**config.mk**
```make
export PLATFORM = sky130hd
export DESIGN_NAME = adc_seq
export DESIGN_NICKNAME = d
export VERILOG_FILES = /design/src/rtl/adc_seq_pkg.sv /design/src/rtl/adc_seq_cnt.sv /design/src/rtl/adc_seq_ctrl.sv /design/src/rtl/adc_seq_outbuf.sv /design/src/rtl/adc_seq.sv
export SDC_FILE = /design/constraint.sdc
export NUM_CORES = 1
export LEC_CHECK = 0
export ABC_AREA = 0
export BUFFER_PORTS_ARGS = -buffer_cell sky130_fd_sc_hd__buf_2
export CELL_PAD_IN_SITES_DETAIL_PLACEMENT = 2
export CELL_PAD_IN_SITES_GLOBAL_PLACEMENT = 2
export CORE_MARGIN = 3
export CORE_UTILIZATION = 37
export DETAILED_ROUTE_END_ITERATION = 7
export PLACE_DENSITY_LB_ADDON = 0.2
export SYNTH_ARGS = -nofsm -noshare
export SYNTH_HDL_FRONTEND = slang
export SYNTH_SLANG_ARGS = --single-unit
```
**constraint.sdc**
```tcl
create_clock -name clk -period 2.25 [get_ports clk]
set_input_delay 0.1125 -clock clk [delete_from_list [all_inputs] [get_ports clk]]
set_output_delay 0.1125 -clock clk [all_outputs]
set_load 0.01 [all_outputs]
```
**src/rtl/adc_seq_pkg.sv**
```systemverilog
package adc_seq_pkg;

  typedef enum logic [1:0] {
    ST_IDLE,
    ST_CONV,
    ST_WAIT,
    ST_READ
  } seq_state_t;

  // Ceiling conversion of a nanosecond span into clock cycles.
  function automatic int unsigned ns_to_cyc(input int unsigned ns, input int unsigned clk_ps);
    return (ns * 1000 + clk_ps - 1) / clk_ps;
  endfunction

endpackage

```
**src/rtl/adc_seq_cnt.sv**
```systemverilog
module adc_seq_cnt #(
  parameter int W = 9
) (
  input  logic         clk,
  input  logic         rst_n,
  input  logic         load,
  input  logic [W-1:0] load_val,
  output logic         zero
);

  logic [W-1:0] cnt_q, cnt_d;

  always_comb begin
    cnt_d = cnt_q;
    if (load) begin
      cnt_d = load_val;
    end else if (cnt_q != '0) begin
      cnt_d = cnt_q - 1'b1;
    end
  end

  always_ff @(posedge clk or negedge rst_n) begin
    if (!rst_n) begin
      cnt_q <= '0;
    end else begin
      cnt_q <= cnt_d;
    end
  end

  assign zero = (cnt_q == '0);

endmodule

```
**src/rtl/adc_seq_ctrl.sv**
```systemverilog
module adc_seq_ctrl
  import adc_seq_pkg::*;
#(
  parameter int DATA_W   = 12,
  parameter int CNT_W    = 9,
  parameter int CONV_CYC = 5,
  parameter int READ_CYC = 6,
  parameter int ACQ_CYC  = 50,
  parameter int TOUT_CYC = 250,
  parameter bit CS_TIED  = 1'b0,
  parameter bit FLIP_MSB = 1'b1
) (
  input  logic              clk,
  input  logic              rst_n,
  input  logic              start_req,
  input  logic              eoc_n,
  input  logic [DATA_W-1:0] db,
  output logic              convst_n,
  output logic              rd_n,
  output logic              cs_n,
  output logic              start_stb,
  output logic              cap_stb,
  output logic [DATA_W-1:0] cap_word,
  output logic              timeout
);

  seq_state_t state_q, state_d;
  logic convst_q, convst_d, rd_q, rd_d, to_q, to_d;
  logic cap_q, cap_d;
  logic [DATA_W-1:0] word_q, word_fix;
  logic eoc_s1, eoc_s2, eoc_s3, eoc_fall;
  logic ph_load, ph_zero, acq_load, acq_zero;
  logic [CNT_W-1:0] ph_val;

  adc_seq_cnt #(.W(CNT_W)) u_phase (
    .clk(clk), .rst_n(rst_n), .load(ph_load), .load_val(ph_val), .zero(ph_zero)
  );

  adc_seq_cnt #(.W(CNT_W)) u_acq (
    .clk(clk), .rst_n(rst_n), .load(acq_load), .load_val(CNT_W'(ACQ_CYC)), .zero(acq_zero)
  );

  // End-of-conversion synchronizer and falling-edge detect.
  always_ff @(posedge clk or negedge rst_n) begin
    if (!rst_n) begin
      eoc_s1 <= 1'b1;
      eoc_s2 <= 1'b1;
      eoc_s3 <= 1'b1;
    end else begin
      eoc_s1 <= eoc_n;
      eoc_s2 <= eoc_s1;
      eoc_s3 <= eoc_s2;
    end
  end
  assign eoc_fall = eoc_s3 & ~eoc_s2;

  always_comb begin
    state_d   = state_q;
    convst_d  = convst_q;
    rd_d      = rd_q;
    to_d      = to_q;
    cap_d     = 1'b0;
    start_stb = 1'b0;
    ph_load   = 1'b0;
    ph_val    = '0;
    acq_load  = 1'b0;
    case (state_q)
      ST_IDLE: begin
        if (start_req && acq_zero) begin
          start_stb = 1'b1;
          convst_d  = 1'b0;
          ph_load   = 1'b1;
          ph_val    = CNT_W'(CONV_CYC - 1);
          state_d   = ST_CONV;
        end
      end
      ST_CONV: begin
        if (ph_zero) begin
          convst_d = 1'b1;
          ph_load  = 1'b1;
          ph_val   = CNT_W'(TOUT_CYC - 1);
          state_d  = ST_WAIT;
        end
      end
      ST_WAIT: begin
        if (eoc_fall) begin
          rd_d     = 1'b0;
          ph_load  = 1'b1;
          ph_val   = CNT_W'(READ_CYC - 1);
          acq_load = 1'b1;
          state_d  = ST_READ;
        end else if (ph_zero) begin
          to_d     = 1'b1;
          acq_load = 1'b1;
          state_d  = ST_IDLE;
        end
      end
      ST_READ: begin
        if (ph_zero) begin
          rd_d    = 1'b1;
          cap_d   = 1'b1;
          state_d = ST_IDLE;
        end
      end
      default: state_d = ST_IDLE;
    endcase
  end

  generate
    if (FLIP_MSB) begin : g_flip
      assign word_fix = {~db[DATA_W-1], db[DATA_W-2:0]};
    end else begin : g_raw
      assign word_fix = db;
    end
  endgenerate

  always_ff @(posedge clk or negedge rst_n) begin
    if (!rst_n) begin
      state_q  <= ST_IDLE;
      convst_q <= 1'b1;
      rd_q     <= 1'b1;
      to_q     <= 1'b0;
      cap_q    <= 1'b0;
      word_q   <= '0;
    end else begin
      state_q  <= state_d;
      convst_q <= convst_d;
      rd_q     <= rd_d;
      to_q     <= to_d;
      cap_q    <= cap_d;
      if (cap_d) begin
        word_q <= word_fix;
      end
    end
  end

  generate
    if (CS_TIED) begin : g_cs_tied
      assign cs_n = 1'b0;
    end else begin : g_cs_strobe
      logic cs_q;
      always_ff @(posedge clk or negedge rst_n) begin
        if (!rst_n) begin
          cs_q <= 1'b1;
        end else begin
          cs_q <= rd_d;
        end
      end
      assign cs_n = cs_q;
    end
  endgenerate

  assign convst_n = convst_q;
  assign rd_n     = rd_q;
  assign cap_stb  = cap_q;
  assign cap_word = word_q;
  assign timeout  = to_q;

  AST_STROBES_APART: assert property (@(posedge clk) disable iff (!rst_n) !(!convst_q && !rd_q));
  AST_CS_WITH_RD: assert property (@(posedge clk) disable iff (!rst_n) !rd_q |-> !cs_n);
  AST_CAP_AFTER_READ: assert property (@(posedge clk) disable iff (!rst_n) cap_q |-> $past(!rd_q));
  AST_TIMEOUT_STICKY: assert property (@(posedge clk) disable iff (!rst_n) to_q |=> to_q);
  AST_ACQ_BEFORE_START: assert property (@(posedge clk) disable iff (!rst_n) $fell(convst_q) |-> $past(acq_zero));

endmodule

```
**src/rtl/adc_seq_outbuf.sv**
```systemverilog
module adc_seq_outbuf #(
  parameter int DATA_W = 12,
  parameter int BYTE_W = 8
) (
  input  logic              clk,
  input  logic              rst_n,
  input  logic              cap_stb,
  input  logic [DATA_W-1:0] cap_word,
  input  logic              start_stb,
  input  logic              host_ready,
  output logic [BYTE_W-1:0] host_data,
  output logic              host_hi,
  output logic              host_valid,
  output logic              overrun
);

  logic [DATA_W-1:0] stage_q, stage_d, buf_q, buf_d;
  logic stage_vld_q, stage_vld_d, avail_q, avail_d, hi_q, hi_d, ovr_q, ovr_d;

  always_comb begin
    stage_d     = stage_q;
    stage_vld_d = stage_vld_q;
    buf_d       = buf_q;
    avail_d     = avail_q;
    hi_d        = hi_q;
    ovr_d       = ovr_q;
    if (cap_stb) begin
      stage_d     = cap_word;
      stage_vld_d = 1'b1;
      if (avail_q || stage_vld_q) begin
        ovr_d = 1'b1;
      end
    end
    if (start_stb && stage_vld_q) begin
      buf_d       = stage_q;
      avail_d     = 1'b1;
      hi_d        = 1'b0;
      stage_vld_d = 1'b0;
    end else if (avail_q && host_ready) begin
      if (hi_q) begin
        avail_d = 1'b0;
        hi_d    = 1'b0;
      end else begin
        hi_d = 1'b1;
      end
    end
  end

  always_ff @(posedge clk or negedge rst_n) begin
    if (!rst_n) begin
      stage_q     <= '0;
      stage_vld_q <= 1'b0;
      buf_q       <= '0;
      avail_q     <= 1'b0;
      hi_q        <= 1'b0;
      ovr_q       <= 1'b0;
    end else begin
      stage_q     <= stage_d;
      stage_vld_q <= stage_vld_d;
      buf_q       <= buf_d;
      avail_q     <= avail_d;
      hi_q        <= hi_d;
      ovr_q       <= ovr_d;
    end
  end

  assign host_data  = hi_q ? BYTE_W'(buf_q >> BYTE_W) : buf_q[BYTE_W-1:0];
  assign host_hi    = hi_q;
  assign host_valid = avail_q;
  assign overrun    = ovr_q;

  AST_OVERRUN_STICKY: assert property (@(posedge clk) disable iff (!rst_n) ovr_q |=> ovr_q);
  AST_HOLD_DATA: assert property (@(posedge clk) disable iff (!rst_n)
    (avail_q && !host_ready && !start_stb) |=> (avail_q && $stable(host_data) && $stable(hi_q)));
  AST_HI_FOLLOWS_LO: assert property (@(posedge clk) disable iff (!rst_n)
    $rose(hi_q) |-> $past(avail_q && host_ready));

endmodule

```
**src/rtl/adc_seq.sv**
```systemverilog
module adc_seq
  import adc_seq_pkg::*;
#(
  parameter int DATA_W      = 12,
  parameter int BYTE_W      = 8,
  parameter int CLK_PS      = 8000,
  parameter int CONV_LOW_NS = 40,
  parameter int READ_NS     = 48,
  parameter int ACQ_NS      = 400,
  parameter int PERIOD_NS   = 2500,
  parameter int TIMEOUT_NS  = 2000,
  parameter bit CS_TIED     = 1'b0,
  parameter bit FLIP_MSB    = 1'b1
) (
  input  logic              clk,
  input  logic              rst_n,
  input  logic              eoc_n,
  input  logic [DATA_W-1:0] adc_db,
  output logic              cvt_start_n,
  output logic              cs_n,
  output logic              rd_n,
  output logic [BYTE_W-1:0] out_data,
  output logic              out_hi,
  output logic              out_valid,
  input  logic              out_ready,
  output logic              err_overrun,
  output logic              err_timeout
);

  localparam int CONV_CYC = int'(ns_to_cyc(CONV_LOW_NS, CLK_PS));
  localparam int READ_CYC = int'(ns_to_cyc(READ_NS, CLK_PS));
  localparam int ACQ_CYC  = int'(ns_to_cyc(ACQ_NS, CLK_PS));
  localparam int PER_CYC  = int'(ns_to_cyc(PERIOD_NS, CLK_PS));
  localparam int TOUT_CYC = int'(ns_to_cyc(TIMEOUT_NS, CLK_PS));
  localparam int MAX_CYC  = (PER_CYC > TOUT_CYC) ? PER_CYC : TOUT_CYC;
  localparam int CNT_W    = $clog2(MAX_CYC + 1);

  logic tick, pend_q, pend_d, start_req, start_stb, cap_stb;
  logic [DATA_W-1:0] cap_word;

  adc_seq_cnt #(.W(CNT_W)) u_period (
    .clk(clk), .rst_n(rst_n), .load(tick), .load_val(CNT_W'(PER_CYC - 1)), .zero(tick)
  );

  assign start_req = pend_q | tick;

  always_comb begin
    pend_d = start_req & ~start_stb;
  end

  always_ff @(posedge clk or negedge rst_n) begin
    if (!rst_n) begin
      pend_q <= 1'b0;
    end else begin
      pend_q <= pend_d;
    end
  end

  adc_seq_ctrl #(
    .DATA_W(DATA_W), .CNT_W(CNT_W), .CONV_CYC(CONV_CYC), .READ_CYC(READ_CYC),
    .ACQ_CYC(ACQ_CYC), .TOUT_CYC(TOUT_CYC), .CS_TIED(CS_TIED), .FLIP_MSB(FLIP_MSB)
  ) u_ctrl (
    .clk(clk), .rst_n(rst_n), .start_req(start_req), .eoc_n(eoc_n), .db(adc_db),
    .convst_n(cvt_start_n), .rd_n(rd_n), .cs_n(cs_n), .start_stb(start_stb),
    .cap_stb(cap_stb), .cap_word(cap_word), .timeout(err_timeout)
  );

  adc_seq_outbuf #(.DATA_W(DATA_W), .BYTE_W(BYTE_W)) u_out (
    .clk(clk), .rst_n(rst_n), .cap_stb(cap_stb), .cap_word(cap_word),
    .start_stb(start_stb), .host_ready(out_ready), .host_data(out_data),
    .host_hi(out_hi), .host_valid(out_valid), .overrun(err_overrun)
  );

endmodule

```
==> run summary, run 1 <==
n_diodes: 0
fin. max-slew vios: 0
Seq/Total Area, Yosys: 55.9%
Fin. Hold Viols: 0
worst vdd ir: 0.488 mV
CP required: 2480 ps
Hold/Removal Path Class: input pin to flop
Initial Util: 38.9%
TritonRoute pass-1 iters: 5
clock sinks: 77
CP Launch Type: flop
CTS clk-pin slew, worst paths: 90 ps
htree depth: 3
Syn Nets: 286
crit path capture type: flop
post-route ant nets: 0
Clock Path Buffers: 2
Area Growth Syn to Fin: 20.5%
Static Leak: 1.95 nW
Ys Warns: 0
layout cells sized above 1: 36.4%
drt via density: 5.11
Rows: 34
most frequent cells in the layout: 72 x dfrtp_1, 29 x buf_2, 25 x mux2_2
via count: 2239
Die Y: 103 um
commonest non-fill, non-tap cell in the layout: dfrtp_1
Worst slew margin: 58.1%
Tmin final: 2150 ps
IO Count: 31
Final Cycle Share: 95.6%
status: finished, final reports clean
Final setup viols: 0
Root Buffer: clkbuf_8
CP Class: flop to flop
Post-Syn Area: 3460 sq um
Mapped Cells: 267
Total GRT Usage: 15.8%
flop-to-flop setup slack: 100 ps
final WL: 7.77 mm
worst skew pair latency: 360 ps
WHS: 45.8 ps
Post-Layout Cell Count: 438
global-route wire length before repair: 12.6 mm
WL/cell: 17.7 um
ys async rst share: 100%
Inserted Clock Buffers: 9
largest net degree at the start of global routing: 44
number of synthesized flops with an enable pin: 0
max cap viols: 0
vias in the first global route: 2459
ys flop type: dfrtp_1
initial antenna violation count: 0
clk_skew: 15.5 ps
Max FO, Critical Path: 5
Core Box Area: 8890 sq um
worst slew pin tran: 628 ps
Die X: 103 um
Power per Cell Area: 982 nW/um^2
synthesized area per cell: 12.9 sq um
TritonCTS clock tree: yes
DIE AREA: 10500 sq um
Post-layout nets: 344
grt ovf: 0
IO buf count: 30
Yosys cell types: 52
Max Clk Rate: 465 MHz
initial DRC count: 52
HPWL after DPL: 5.18 mm
number of synthesized register bits: 77
GP Congestion: 0.699
Inst Count DP: 405
Crit path arrival time: 2380 ps
drt drc: 0
## cell usage after synthesis (all sizes together), types with 3 or more instances
cell type,n,area [sq um]
dfrtp,72,1800
mux2,40,507
nor2,21,78.8
o21ai,14,70.1
nand2,10,37.5
xnor2,10,87.6
inv,8,30.0
buf,7,73.8
nor2b,7,51.3
a21oi,6,33.8
nor3,6,30.0
nor4,6,73.8
dfstp,5,131
nand2b,5,31.3
nand3,5,25.0
a21o,4,31.3
or4,4,30.0
xor2,4,35.0
clkbuf,3,11.3
ha,3,37.5
o211ai,3,22.5
## sequential cells by signal (all words and copies together), names as in the netlist
| register | cells |
|---|---|
| u_ctrl.convst_n | 1 |
| u_ctrl.u_phase.cnt_q | 9 |
| u_ctrl.cap_word | 12 |
| u_out.host_valid | 1 |
| u_out.stage_q | 12 |
| u_out.host_hi | 1 |
| pend_q | 1 |
| u_ctrl.eoc_s3 | 1 |
| u_ctrl.cap_stb | 1 |
| u_out.stage_vld_q | 1 |
| u_ctrl.rd_n | 1 |
| u_out.overrun | 1 |
| u_ctrl.state_q | 2 |
| u_period.cnt_q | 9 |
| u_out.buf_q | 12 |
| u_ctrl.u_acq.cnt_q | 9 |
| u_ctrl.eoc_s1 | 1 |
| u_ctrl.timeout | 1 |
| u_ctrl.eoc_s2 | 1 |
## logic make-up after synthesis
group | share of synthesized area, %
muxes | 14.9
xor gates and xnor gates | 3.55
DFF | 55.9
buffers and inverters | 3.33
AOI/OAI and AO/OA | 7.24
adders and majority gates | 1.09
and+or+nand+nor | 13.9
## layout make-up
type                       instances  area [sq um]
fill                             872          4720
inverter                           8          30.0
timing repair buffer              57           445
multi-input combinational        172          1430
tap                              108           135
sequential                        77          1930
clock buffer                      10           128
clock inverter                     6          70.1
## layer usage
layer	global-route usage [%]	routed length [um]
met4	6.66	104
met3	2.64	166
met5	0	0
met2	25.9	3850
met1	20.6	3650
## worst max-delay path, stage by stage, from the launching register on
cell and delay (ps):
dfrtp_1 400, inv_1 100, ha_1 210, or4b_4 530, nor2b_4 130, and3_4 210
buf_4 140, mux2_2 330
## where the power goes
group | total, W | leakage (nW) | internal (W) | switching (W)
sequential | 0.00205 | 0.996 | 0.00171 | 0.000341
combinational | 0.000972 | 0.862 | 0.000538 | 0.000434
clock | 0.00106 | 0.0895 | 0.000521 | 0.000544
total | 0.00409 | 1.95 | 0.00277 | 0.00132
## per-stage QoR
stage / TNS [ps] / worst slack, ps / total power (W) / utilization (%) / area (sq um)
after floorplan: 0 / 61.2 / 0.00272 / - / 3460
after global routing: -16.6 / -11.0 / 0.00439 / 46.9 / 4170
final: 0 / 99.2 / 0.00409 / 46.9 / 4170
after detailed placement: 0 / 58.1 / 0.00302 / 42.4 / 3770
after CTS: 0 / 31.5 / 0.00413 / 46.2 / 4110
after global placement: 0 / 122 / 0.00296 / 42.4 / 3770
## what timing repair did
| action | CTS | global route |
|---|---|---|
| hold buffers | 14 | 0 |
| setup endpoints to repair | 0 | 13 |
| resized for setup | 0 | 5 |
| setup buffers | 0 | 2 |
| hold endpoints to repair | 42 | 0 |
## path summary, 6_finish.rpt
path	from	end	cells past startpoint
worst max-delay path	u_ctrl.u_phase.cnt_q[0]	u_ctrl.cap_word[0]	7
worst min-delay path	out_ready	u_out.host_valid	3
worst max register to register	u_ctrl.u_phase.cnt_q[0]	u_ctrl.cap_word[0]	7
worst min register to register	u_ctrl.eoc_s1	u_ctrl.eoc_s2	0
max in group asynchronous	rst_n	u_out.stage_q[2]	3
min in group asynchronous	rst_n	u_ctrl.u_phase.cnt_q[5]	2
Note: power is estimated with default switching activity, not from simulation.
==> run 2, diff against run 1 <==
--- a/config.mk
+++ b/config.mk
@@ -13,6 +13,7 @@
 export CORE_UTILIZATION = 37
 export DETAILED_ROUTE_END_ITERATION = 7
 export PLACE_DENSITY_LB_ADDON = 0.2
+export SETUP_SLACK_MARGIN = 0.1
 export SYNTH_ARGS = -nofsm -noshare
 export SYNTH_HDL_FRONTEND = slang
 export SYNTH_SLANG_ARGS = --single-unit
==> run 2 against run 1 <==
Net effect: routed wire length up 3.3%; largest cell class unchanged; maximum frequency up 3.7%; combinational power up 8%; worst hold slack worse by 26 ps; worst setup slack better by 77 ps; highest routed layer unchanged.
==> run summary, run 2 (synthesis gave the netlist of run 1 again) <==
drt via density: 5.27 (was 5.11)
pre-CTS WS: 116 ps (was 58.1 ps)
initial DRC count: 60 (was 52)
Post-layout nets: 342 (was 344)
most frequent cells in the layout: 72 x dfrtp_1, 29 x buf_2, 23 x mux2_2 (was 72 x dfrtp_1, 29 x buf_2, 25 x mux2_2)
initial antenna violation count: 0 (unchanged)
Max Clk Rate: 482 MHz (was 465 MHz)
TritonCTS clock tree: yes (unchanged)
post-route ant nets: 0 (unchanged)
Final WS setup: 176 ps (was 99.2 ps)
Die Y: 103 um (unchanged)
Tmin final: 2070 ps (was 2150 ps)
Area Growth Syn to Fin: 22.5% (was 20.5%)
sequential share of power: 47.4% (was 50.2%)
Hold/Removal Path Class: input pin to flop (unchanged)
worst skew pair latency: 340 ps (was 360 ps)
Core Box Area: 8890 sq um (unchanged)
drt drc: 0 (unchanged)
Crit path arrival time: 2310 ps (was 2380 ps)
combinational share of power: 24.1% (was 23.8%)
Setup TNS Final: 0 ps (unchanged)
RSZ-0062 raised after global routing: no
worst slew pin tran: 610 ps (was 628 ps)
P_sw: 0.00133 W (was 0.00132 W)
CP Launch Type: flop (unchanged)
commonest non-fill, non-tap cell in the layout: dfrtp_1 (unchanged)
Max FO, Critical Path: 7 (was 5)
worst vdd ir: 0.583 mV (was 0.488 mV)
Final setup viols: 0 (unchanged)
PnR Total Power: 0.00437 W (was 0.00409 W)
fin. max-slew vios: 0 (unchanged)
vias in the first global route: 2546 (was 2459)
Rows: 34 (unchanged)
Die X: 103 um (unchanged)
Int Power: 0.00304 W (was 0.00277 W)
IO Count: 31 (unchanged)
crit path capture type: flop (unchanged)
CTS clk-pin slew, worst paths: 80 ps (was 90 ps)
status: finished, final reports clean (unchanged)
Inserted Clock Buffers: 9 (unchanged)
HPWL after DPL: 5.08 mm (was 5.18 mm)
layout cells sized above 1: 39.0% (was 36.4%)
clock sinks: 77 (unchanged)
Total GRT Usage: 15.9% (was 15.8%)
clk_skew: 7.65 ps (was 15.5 ps)
n_diodes: 0 (unchanged)
Initial Util: 38.9% (unchanged)
Static Leak: 1.98 nW (was 1.95 nW)
WHS: 19.9 ps (was 45.8 ps)
Final Cycle Share: 92.2% (was 95.6%)
IO buf count: 30 (unchanged)
Final Cell Area: 4240 sq um (was 4170 sq um)
DIE AREA: 10500 sq um (unchanged)
htree depth: 3 (unchanged)
final WL: 8.03 mm (was 7.77 mm)
WL/cell: 18.4 um (was 17.7 um)
TritonRoute pass-1 iters: 4 (was 5)
max cap viols: 0 (unchanged)
Switching Share: 30.5% (was 32.2%)
Power per Cell Area: 1030 nW/um^2 (was 982 nW/um^2)
Cell Area, Placed: 3770 sq um (about the same)
Clock Path Buffers: 2 (unchanged)
Clk pwr share: 28.5% (was 26.0%)
CP Class: flop to flop (unchanged)
largest net degree at the start of global routing: 44 (unchanged)
global-route wire length before repair: 12.9 mm (was 12.6 mm)
Worst slew margin: 59.4% (was 58.1%)
grt ovf: 0 (unchanged)
Root Buffer: clkbuf_8 (unchanged)
CP required: 2480 ps (about the same)
via count: 2298 (was 2239)
Fin. Hold Viols: 0 (unchanged)
GP Congestion: 0.731 (was 0.699)
[run 2: area by class of cell]
class                      instances  area (sq um)
inverter                           8          30.0
timing repair buffer              55           438
tap                              108           135
multi-input combinational        172          1460
fill                             878          4650
clock buffer                       9           124
clock inverter                     7           114
sequential                        77          1930
[run 2: repair_timing]
action	in CTS	in global routing
endpoints found under the setup margin	2	29
gates resized for setup	1	11
endpoints found under the hold margin	43	0
buffers inserted	0	5
cloned	0	2
hold buffers	10	0
pin swaps	0	2
[run 2: layer usage]
metal / global-route usage, % / up-vias / share of wire [%]
met1: 20.9 / 1196 / 45
met2: 26.4 / 37 / 51
met4: 5.15 / 0 / 1.0
met3: 3.25 / 6 / 2.7
met5: 0 / - / 0
li1: - / 1059 / -
[run 2: worst max-delay path: stages (launching register included)]
cell	delay (ps)
dfrtp_1	410
inv_2	90
ha_4	130
or4b_4	500
nor2b_4	130
and3_4	230
buf_12	140
mux2_2	330
[run 2: worst paths after layout]
check,endpoint,slack (ps),cells after the start,from
max,u_ctrl.cap_word[2],180,7,u_ctrl.u_phase.cnt_q[0]
min,u_ctrl.cap_word[0],20,2,adc_db[0]
max reg2reg,u_ctrl.cap_word[2],180,7,u_ctrl.u_phase.cnt_q[0]
min reg2reg,u_ctrl.eoc_s2,360,0,u_ctrl.eoc_s1
max in group asynchronous,u_ctrl.eoc_s3,1320,3,rst_n
min in group asynchronous,u_out.host_valid,270,2,rst_n
[run 2: power groups by stage]
stage	Combinational (W)	Sequential [W]	Clock [W]
floorplan	0.000784	0.00195	0
global placement	0.000921	0.00206	0
detailed placement	0.000964	0.00208	0
CTS	0.000993	0.00207	0.00129
global route	0.00120	0.00213	0.00134
finish	0.00105	0.00207	0.00124
[run 2: stage by stage]
step	cells	util [%]
after floorplan	267	-
after global placement	403	42.4
after detailed placement	403	42.4
after CTS	429	46.3
after global routing	436	47.6
final	436	47.6
==> run 3, diff against run 2 <==
--- a/config.mk
+++ b/config.mk
@@ -10,7 +10,7 @@
 export CELL_PAD_IN_SITES_DETAIL_PLACEMENT = 2
 export CELL_PAD_IN_SITES_GLOBAL_PLACEMENT = 2
 export CORE_MARGIN = 3
-export CORE_UTILIZATION = 37
+export CORE_UTILIZATION = 35
 export DETAILED_ROUTE_END_ITERATION = 7
 export PLACE_DENSITY_LB_ADDON = 0.2
 export SETUP_SLACK_MARGIN = 0.1
==> constraint.sdc (replaced) <==
create_clock -name clk -period 1.9 [get_ports clk]
set_input_delay 0.095 -clock clk [delete_from_list [all_inputs] [get_ports clk]]
set_output_delay 0.095 -clock clk [all_outputs]
set_load 0.01 [all_outputs]
==> run 3 against run 2 <==
Net effect: the run now ends with setup timing left; clock skew grew 13 ps; sequential share of layout area shrank 3.4 points; count of clock-buffer cells in the layout is the same; via count is 5.7% higher; cell count increased by 13%; critical endpoint is now u_ctrl.cap_word[11].
==> run summary, run 3 (synthesis gave the netlist of run 1 again) <==
status: finished with violations (was finished, final reports clean)
failing checks: setup timing
worst vdd ir: 0.475 mV (was 0.583 mV)
initial DRC count: 27 (was 60)
Fin. Hold Viols: 0 (unchanged)
Area Growth Syn to Fin: 32.5% (was 22.5%)
WHS: 22.7 ps (was 19.9 ps)
DIE AREA: 11100 sq um (was 10500 sq um)
IO Count: 31 (unchanged)
layout cells sized above 1: 46.8% (was 39.0%)
max cap viols: 0 (unchanged)
drt via density: 4.92 (was 5.27)
initial antenna violation count: 0 (unchanged)
Die Y: 105 um (was 103 um)
crit path capture type: flop (unchanged)
PnR Total Power: 0.00538 W (was 0.00437 W)
TritonCTS clock tree: yes (unchanged)
Root Buffer: clkbuf_8 (unchanged)
Final Cycle Share: 105% (was 92.2%)
Tmin final: 2000 ps (was 2070 ps)
TritonRoute pass-1 iters: 4 (unchanged)
drt drc: 0 (unchanged)
CP required: 2180 ps (was 2480 ps)
CTS clk-pin slew, worst paths: 100 ps (was 80 ps)
global-route wire length before repair: 15.2 mm (was 12.9 mm)
CP Launch Type: flop (unchanged)
Power per Cell Area: 1170 nW/um^2 (was 1030 nW/um^2)
clk_skew: 20.3 ps (was 7.65 ps)
IO buf count: 30 (unchanged)
Die X: 105 um (was 103 um)
via count: 2430 (was 2298)
largest net degree at the start of global routing: 40 (was 44)
Setup TNS Final: -1860 ps (was 0 ps)
Max FO, Critical Path: 6 (was 7)
Post-layout nets: 379 (was 342)
RSZ-0062 raised after global routing: yes (was no)
Static Leak: 2.15 nW (was 1.98 nW)
Final WS setup: -101 ps (was 176 ps)
htree depth: 3 (unchanged)
total of fill cells in the finished design: 945 (was 878)
Final setup viols: 33 (was 0)
Hold/Removal Path Class: input pin to flop (unchanged)
HPWL after DPL: 5.73 mm (was 5.08 mm)
Clock Path Buffers: 2 (unchanged)
Crit path arrival time: 2280 ps (was 2310 ps)
n_diodes: 0 (unchanged)
worst skew pair latency: 370 ps (was 340 ps)
CP Class: flop to flop (unchanged)
GP Congestion: 0.758 (was 0.731)
reg2reg path depth: 7 (unchanged)
Rows: 35 (was 34)
worst hold path depth: 3 (was 2)
Worst slew margin: 57.9% (was 59.4%)
Total GRT Usage: 17.5% (was 15.9%)
Max Clk Rate: 500 MHz (was 482 MHz)
commonest non-fill, non-tap cell in the layout: dfrtp_1 (unchanged)
clock sinks: 77 (unchanged)
worst slew pin tran: 631 ps (was 610 ps)
post-route ant nets: 0 (unchanged)
Initial Util: 36.7% (was 38.9%)
vias in the first global route: 2903 (was 2546)
WL/cell: 18.9 um (was 18.4 um)
fin. max-slew vios: 0 (unchanged)
most frequent cells in the layout: 72 x dfrtp_1, 42 x buf_4, 29 x buf_2 (was 72 x dfrtp_1, 29 x buf_2, 23 x mux2_2)
Inserted Clock Buffers: 9 (unchanged)
Core Box Area: 9420 sq um (was 8890 sq um)
final WL: 9.35 mm (was 8.03 mm)
grt ovf: 0 (unchanged)
==> run 3: changes by cell type in the layout (fill, tap and decap cells not counted), sizes merged <==
| cell | delta |
|---|---|
| buf | +33 |
| inv | +5 |
| dlygate4sd3 | +4 |
| clkinv | -3 |
| bufinv | -2 |
| and3 | +1 |
| clkbuf | -1 |
==> run 3: worst max-delay path, cell delays in order (launching register included) <==
cell	delay, ps
dfrtp_1	400
inv_2	80
ha_4	130
or4b_4	490
nor2b_4	170
and3_4	300
buf_6	130
mux2i_2	210
==> run 3: layer usage <==
metal,vias up,track usage [%],part of all wire (%)
li1,1124,-,-
met1,1269,21.3,44
met2,25,31.3,52
met3,12,2.82,2.0
met4,0,6.19,1.7
met5,-,0,0
==> run 3: metrics by stage <==
stage	worst slack, ps	instances	area [sq um]	util, %
after floorplan	-240	267	3500	-
after global placement	-89.3	453	4030	42.8
after detailed placement	-162	453	4030	42.8
after CTS	-90.4	491	4500	47.8
after global routing	-161	494	4580	48.7
final	-101	494	4580	48.7
==> run 3: where the power goes <==
group / switching [W] / total (W) / internal (W)
Combinational: 0.000727 / 0.00166 / 0.000934
Sequential: 0.000346 / 0.00238 / 0.00203
Clock: 0.000708 / 0.00134 / 0.000629
Total: 0.00178 / 0.00538 / 0.00360
==> run 3: final cells by class <==
class	count	area [sq um]	area share (%)
well taps	129	161	3.52
inverters	8	30.0	0.655
clock buffers	9	124	2.70
flip-flops and latches	77	1930	42.2
clock inverters	7	78.8	1.72
repair buffers	91	699	15.3
multi-input cells	173	1560	33.9
==> run 3: path summary, 6_finish.rpt <==
path,from,to,slack (ps)
min,out_ready,u_out.host_valid,20
max in group asynchronous,rst_n,u_out.buf_q[11],1040
min in group asynchronous,rst_n,u_ctrl.u_phase.cnt_q[7],260
max reg2reg,u_ctrl.u_phase.cnt_q[1],u_ctrl.cap_word[11],-100
max,u_ctrl.u_phase.cnt_q[1],u_ctrl.cap_word[11],-100
min reg2reg,u_ctrl.eoc_s1,u_ctrl.eoc_s2,370
==> run 3: repair_timing <==
item,in CTS,in global routing
gates cloned,1,1
endpoints found under the setup margin,46,53
endpoints found under the hold margin,46,0
resized for setup,16,12
buffers inserted,7,2
pin swaps,5,6
hold buffers,14,0
